`src/rtl/clamp_pkg.sv`:
```
package clamp_pkg;
  typedef enum logic [1:0] {
    CLP_AUTO   = 2'b00,
    CLP_MANUAL = 2'b01,
    CLP_HOLD   = 2'b10,
    CLP_HOLD_X = 2'b11
  } clamp_mode_e;
endpackage

```
`src/rtl/clamp_meas.sv`:
```
module clamp_meas #(
  parameter int DW       = 10,
  parameter int AVG_LOG2 = 4
) (
  input  logic          clk,
  input  logic          rst_n,
  input  logic          line_start,
  input  logic          smp_en,
  input  logic [DW-1:0] smp,
  output logic [DW-1:0] avg,
  output logic          full
);
  localparam int NS = 1 << AVG_LOG2;
  localparam int CW = AVG_LOG2 + 1;
  localparam int AW = DW + AVG_LOG2;

  logic [AW-1:0] acc_q, acc_d;
  logic [CW-1:0] cnt_q, cnt_d;
  logic          acc_en;

  assign full = (cnt_q == CW'(NS));
  assign avg  = acc_q[AW-1:AVG_LOG2];

  always_comb begin
    acc_d  = acc_q;
    cnt_d  = cnt_q;
    acc_en = 1'b0;
    if (line_start) begin
      acc_d  = '0;
      cnt_d  = '0;
      acc_en = 1'b1;
    end else if (smp_en && !full) begin
      acc_d  = acc_q + AW'(smp);
      cnt_d  = cnt_q + 1'b1;
      acc_en = 1'b1;
    end
  end

  always_ff @(posedge clk or negedge rst_n) begin
    if (!rst_n) begin
      acc_q <= '0;
      cnt_q <= '0;
    end else if (acc_en) begin
      acc_q <= acc_d;
      cnt_q <= cnt_d;
    end
  end

  // once full, a window sample leaves the accumulator untouched
  p_cap_r3: assert property (@(posedge clk) disable iff (!rst_n)
    (full && !line_start) |=> $stable(acc_q));
endmodule

```
`src/rtl/clamp_loop.sv`:
```
module clamp_loop
  import clamp_pkg::*;
#(
  parameter int DW = 10,
  parameter int OW = DW + 1
) (
  input  logic                 clk,
  input  logic                 rst_n,
  input  logic                 line_start,
  input  clamp_mode_e          mode,
  input  logic [DW-1:0]        target,
  input  logic signed [OW-1:0] man_off,
  input  logic [DW-1:0]        avg,
  input  logic                 full,
  output logic signed [OW-1:0] off
);
  logic signed [OW-1:0] off_q, off_d;
  logic                 off_en;

  always_comb begin
    off_d  = off_q;
    off_en = 1'b0;
    if (line_start) begin
      case (mode)
        CLP_AUTO: begin
          if (full) begin
            off_d  = $signed({1'b0, target}) - $signed({1'b0, avg});
            off_en = 1'b1;
          end
        end
        CLP_MANUAL: begin
          off_d  = man_off;
          off_en = 1'b1;
        end
        default: ;
      endcase
    end
  end

  always_ff @(posedge clk or negedge rst_n) begin
    if (!rst_n)      off_q <= '0;
    else if (off_en) off_q <= off_d;
  end

  assign off = off_q;

  p_midline_hold_r5: assert property (@(posedge clk) disable iff (!rst_n)
    !line_start |=> $stable(off_q));
  p_freeze_r6: assert property (@(posedge clk) disable iff (!rst_n)
    (line_start && mode[1]) |=> $stable(off_q));
  p_manual_load_r7: assert property (@(posedge clk) disable iff (!rst_n)
    (line_start && mode == CLP_MANUAL) |=> (off_q == $past(man_off)));
  p_short_window_r4: assert property (@(posedge clk) disable iff (!rst_n)
    (line_start && mode == CLP_AUTO && !full) |=> $stable(off_q));
endmodule

```
`src/rtl/clamp_corr.sv`:
```
module clamp_corr #(
  parameter int DW = 10,
  parameter int OW = DW + 1
) (
  input  logic                 clk,
  input  logic                 rst_n,
  input  logic                 in_vld,
  input  logic [DW-1:0]        smp,
  input  logic signed [OW-1:0] off,
  output logic [DW-1:0]        res
);
  localparam int SW = DW + 2;

  logic signed [SW-1:0] sum;
  logic [DW-1:0]        res_d, res_q;

  always_comb begin
    sum = $signed({2'b00, smp}) + $signed({{(SW-OW){off[OW-1]}}, off});
    if (sum < 0)
      res_d = '0;
    else if (sum > $signed({2'b00, {DW{1'b1}}}))
      res_d = {DW{1'b1}};
    else
      res_d = sum[DW-1:0];
  end

  always_ff @(posedge clk or negedge rst_n) begin
    if (!rst_n)      res_q <= '0;
    else if (in_vld) res_q <= res_d;
  end

  assign res = res_q;

  p_zero_pass_r2: assert property (@(posedge clk) disable iff (!rst_n)
    (in_vld && off == '0) |=> (res == $past(smp)));
  p_idle_hold_r2: assert property (@(posedge clk) disable iff (!rst_n)
    !in_vld |=> $stable(res));
endmodule

```
`src/rtl/vid_clamp_top.sv`:
```
module vid_clamp_top
  import clamp_pkg::*;
#(
  parameter int DW       = 10,
  parameter int AVG_LOG2 = 4,
  parameter int NCH      = 3
) (
  input  logic               clk,
  input  logic               rst_n,
  input  logic [1:0]         mode_a,
  input  logic [1:0]         mode_bc,
  input  logic [DW-1:0]      tgt_a,
  input  logic [DW-1:0]      tgt_bc,
  input  logic signed [DW:0] man_a,
  input  logic signed [DW:0] man_b,
  input  logic signed [DW:0] man_c,
  input  logic               line_start,
  input  logic               bp_win,
  input  logic               in_vld,
  input  logic [DW-1:0]      in_a,
  input  logic [DW-1:0]      in_b,
  input  logic [DW-1:0]      in_c,
  output logic               out_vld,
  output logic [DW-1:0]      out_a,
  output logic [DW-1:0]      out_b,
  output logic [DW-1:0]      out_c
);
  localparam int OW = DW + 1;

  logic [DW-1:0]        smp   [NCH];
  logic [DW-1:0]        res   [NCH];
  logic signed [OW-1:0] man   [NCH];
  logic signed [OW-1:0] off   [NCH];
  logic [DW-1:0]        avg   [NCH];
  logic                 full  [NCH];
  logic                 smp_en;
  logic                 vld_q;

  assign smp[0] = in_a;
  assign smp[1] = in_b;
  assign smp[2] = in_c;
  assign man[0] = man_a;
  assign man[1] = man_b;
  assign man[2] = man_c;
  assign smp_en = bp_win && in_vld;

  for (genvar ch = 0; ch < NCH; ch++) begin : g_ch
    clamp_mode_e   ch_mode;
    logic [DW-1:0] ch_tgt;
    if (ch == 0) begin : g_sel_a
      assign ch_mode = clamp_mode_e'(mode_a);
      assign ch_tgt  = tgt_a;
    end else begin : g_sel_bc
      assign ch_mode = clamp_mode_e'(mode_bc);
      assign ch_tgt  = tgt_bc;
    end

    clamp_meas #(.DW(DW), .AVG_LOG2(AVG_LOG2)) i_meas (
      .clk(clk), .rst_n(rst_n), .line_start(line_start), .smp_en(smp_en),
      .smp(smp[ch]), .avg(avg[ch]), .full(full[ch]));

    clamp_loop #(.DW(DW), .OW(OW)) i_loop (
      .clk(clk), .rst_n(rst_n), .line_start(line_start), .mode(ch_mode),
      .target(ch_tgt), .man_off(man[ch]), .avg(avg[ch]), .full(full[ch]),
      .off(off[ch]));

    clamp_corr #(.DW(DW), .OW(OW)) i_corr (
      .clk(clk), .rst_n(rst_n), .in_vld(in_vld), .smp(smp[ch]),
      .off(off[ch]), .res(res[ch]));
  end

  always_ff @(posedge clk or negedge rst_n) begin
    if (!rst_n) vld_q <= 1'b0;
    else        vld_q <= in_vld;
  end

  assign out_vld = vld_q;
  assign out_a   = res[0];
  assign out_b   = res[1];
  assign out_c   = res[2];

  p_vld_delay_r2: assert property (@(posedge clk) disable iff (!rst_n)
    out_vld == $past(in_vld));
  p_reset_idle_r1: assert property (@(posedge clk)
    !rst_n |-> !out_vld);
endmodule

```
`config.mk`:
```
export PLATFORM = sky130hd
export DESIGN_NAME = vid_clamp_top
export DESIGN_NICKNAME = d
export VERILOG_FILES = /design/src/rtl/clamp_pkg.sv /design/src/rtl/clamp_meas.sv /design/src/rtl/clamp_loop.sv /design/src/rtl/clamp_corr.sv /design/src/rtl/vid_clamp_top.sv
export SDC_FILE = /design/constraint.sdc
export NUM_CORES = 1
export LEC_CHECK = 0
export BUFFER_PORTS_ARGS = -buffer_cell sky130_fd_sc_hd__buf_2
export CAP_MARGIN = 40
export CORE_ASPECT_RATIO = 1.5
export CORE_MARGIN = 8
export CORE_UTILIZATION = 57
export CTS_CLUSTER_SIZE = 28
export DETAILED_ROUTE_END_ITERATION = 10
export PLACE_DENSITY_LB_ADDON = 0.3
export REMOVE_ABC_BUFFERS = 1
export SLEW_MARGIN = 20
export SYNTH_ARGS = -nofsm -noshare
export SYNTH_HDL_FRONTEND = slang
export SYNTH_HIERARCHICAL = 1
export SYNTH_SLANG_ARGS = --single-unit
```
`constraint.sdc`:
```
create_clock -name clk -period 4.7 [get_ports clk]
set_input_delay 0.235 -clock clk [delete_from_list [all_inputs] [get_ports clk]]
set_output_delay 0.235 -clock clk [all_outputs]
set_load 0.02 [all_outputs]
```
==> summary.md <==
| Metric | Value |
|---|---|
| DRT Wirelength | ~26000 microns |
| Drt wl/cell | 17.15 microns |
| FP Rows | 60 |
| GRT Residual Overflow | 0 |
| Peak Freq | 419.0 MHz |
| Clk sinks | about 120 |
| DRT Pass-1 Iters | 5 |
| Final ANT Viol Nets | 0 |
| Hold Fails Final Rpt | 0 |
| Root Driver | clkbuf_16 |
| Synth Area per Inst | approximately 8.7 sq um |
| Part of the cycle the worst path needs | 0.5078 |
| Diode count | 0 |
| Area leader, netlist | dfrtp_1 |
| Post-synthesis cell type count | roughly 70 |
| #FFs+latches synth | approximately 120 |
| Clk_lat worst skew | 0.42 ns |
| CTS Buf Count | 17 |
| Async set-reset flop share out of synthesis | 1.000 |
| Worst slew pin tran | roughly 0.69 ns |
| Chip Height | roughly 180 microns |
| Setup Buffers After CTS | 0 |
| Post-route minimum period | ~2.4 ns |
| Mapped Cells | between 1000 and 1500 |
| R2r setup slk | approximately 2.3 ns |
| # DRC | 0 |
| Vias after detailed routing | between 8000 and 9000 |
| Met2 Use GR | 0.4185 |
| Initial Utilization | 0.5763 |
| Port Buf Inserts | between 100 and 150 |
| Worst setup path endpoint | g_ch[2].i_corr/res[6] |
| Crit. End Element | flip-flop |
| Area Overhead vs Synth | 11.07% |
| Die area | around 23000 sq um |
| Nets | 1469 |
| Setup violators final | 0 |
| Post-CTS Resized | 0 |
| GRT Max-Usage Layer | met2 |
| Final TNS setup | 0 ns |
| Pwr Density | 369.2 nW/um^2 |
| R2R Path End | g_ch[2].i_corr/res[6] |
| Sequential area share after synthesis | 0.2966 |
| Largest cells by area after synthesis | dfrtp_1, ha_1, a21oi_1 |
| Clock slew at the register clock pins of the worst setup and hold paths | 0.05 ns |
| CP max stage cell | fa_1 |
| Min-Delay Path Class | in2reg |
| Dpl cell area | 10770 sq um |
| Total Routing Usage GR | 0.2300 |
| Worst Setup Path Type | reg2reg |
| CTS Buffer Depth | 2 |
| Worst reg-to-reg path cell count | 9 |
| Setup Skew | 0.007163 ns |
| Final Cell Area | between 10000 and 15000 sq um |
| Critical path launch point type | flip-flop |
| CTS H-tree lvls | 4 |
| Post-synth top area share | 0.2966 |
| Largest net degree at the start of global routing | 85 |
| Die width | 125.3 microns |
| Met1 GRT Util | 0.2514 |
| CP peak stage delay | slightly below 0.4 ns |
| P_leak | between 5 and 6 nW |
| Core region area | 17720 sq um |
| HPWL after DPL | 19760 microns |
| CTS tree | built |
| Slew margin rel. | 0.5385 |
| Status | finished clean |
| Max Slew Vio Count | 0 |
| DRT iter0 DRCs | approximately 600 |
| Synthesized area | approximately 10000 sq um |
| Max-cap violations | 0 |
| Initial antenna violation count | 0 |
| Crit. Startpoint | g_ch[2].i_loop/off[0] |
| Max IR drop VDD | around 0.00025 V |
| Req. time, crit path | around 5.0 ns |
| RSZ-0062 raised after global routing | false |
| Critical path peak fanout | 9 |
| Warnings, synthesis | 6 |
| Post-synth top flop | dfrtp_1 |
| Global-route wire length before repair | approximately 43000 microns |
| RR Startpoint | g_ch[2].i_loop/off[0] |
| GPL Wtd Cong | a little over 0.9 |
| Critical Path, Cell by Cell | ha_1 > inv_1 > fa_1 > nand2b_1 > a21oi_1 > o211ai_1 > o2111a_2 > o21bai_4 > o221ai_1 |
| Most frequent cell after synthesis | dfrtp_1 |
| Vias in the first global route | between 9000 and 10000 |
| Vias per cell | just under 6 |
| EDFF count, synth | 0 |
| Routing usage on met3 | 0.03406 |
| Critical Path AT | approximately 2.7 ns |
| Commonest cells in the synthesized netlist | dfrtp_1, a21oi_1, ha_1, nand2_1, inv_1 |
| Number of I/O pins | approximately 120 |
| Share of cells above drive strength 1 | 0.1738 |
## cell families (layout without fill, tap and decap cells)
group           after synthesis  count (layout)  share of synthesized area
compound gates              343             343                     0.2305
xor+xnor                     53              53                    0.04547
fa+ha+maj                   105             105                     0.1353
buf+inv                     154             258                    0.07426
flops                       121             121                     0.2966
mux                          22              22                    0.02390
simple gates                381             381                     0.1940
## cell type report
cell class,instances,area [sq um]
timing repair buffer,130,688.2
sequential,121,3028
tap,217,271.5
clock inverter,9,100.1
fill,1575,6377
inverter,98,367.9
multi-input combinational,904,6424
clock buffer,21,460.4
## worst min path at each step
stage,start,end,slack [ns],depth (start not counted)
global route,man_c[10],g_ch[2].i_loop/off[10],0.07,3
floorplan,rst_n,g_ch[0].i_corr/res[0],-0.06,0
global placement,rst_n,g_ch[0].i_meas/acc_q[11],0.13,1
CTS,man_c[10],g_ch[2].i_loop/off[10],0.06,3
finish,man_c[10],g_ch[2].i_loop/off[10],0.07,3
detailed placement,rst_n,g_ch[0].i_meas/acc_q[12],0.13,1
## layer usage
| metal | wire [microns] | part of all wire |
|---|---|---|
| met1 | 10570 | 0.41 |
| met2 | 13320 | 0.52 |
| met3 | 771 | 0.030 |
| met4 | 1063 | 0.041 |
| met5 | 0 | 0 |
## cells in the final DEF (no fill, tap or decap), types with 28 or more instances in the layout
cell type,count
dfrtp_1,121
inv_1,95
nand2_1,96
a21oi_1,99
nor2_1,83
nor3_1,28
ha_1,96
o21ai_0,54
xor2_1,35
buf_2,121
nand3_1,39
nor2b_1,29
## critical path, delay by kind of cell (launching register included)
family,cells,cell delay [ns]
AO/OA/AOI/OAI,5,1.04
adder cells (fa/ha/maj),2,0.60
buffers and inverters,1,0.07
flip-flops,1,0.34
AND/OR/NAND/NOR,1,0.19
## repair_timing
item | in CTS | in global routing
setup endpoints to repair | 0 | 0
hold buffers | 1 | 0
hold endpoints to repair | 16 | 0
## per-stage QoR
step / utilization / total power [mW] / cells / hold WS (ns) / worst slack, ns
after CTS: 0.6400 / 4.213 / 1500 / 0.05766 / 2.330
after floorplan: - / 2.491 / 1123 / -0.06059 / 2.610
final: 0.6400 / 4.187 / 1500 / 0.07008 / 2.313
after global placement: 0.6070 / 2.905 / 1467 / 0.1286 / 2.163
after detailed placement: 0.6078 / 2.940 / 1469 / 0.1327 / 2.246
after global routing: 0.6400 / 4.456 / 1500 / 0.07056 / 2.093
## report_power, final
group | switching (mW) | internal, mW
Sequential | 0.121 | 1.25
Clock | 0.457 | 0.796
Combinational | 0.933 | 0.633
Total | 1.51 | 2.68
## flip-flops by register name (all words and copies together) (netlist names)
signal and count:
out_vld 1, g_ch.i_meas/acc_q 42, g_ch.i_corr/res 30, g_ch.i_loop/off 33, g_ch.i_meas/cnt_q 15
(Power assumes the default switching activity.)
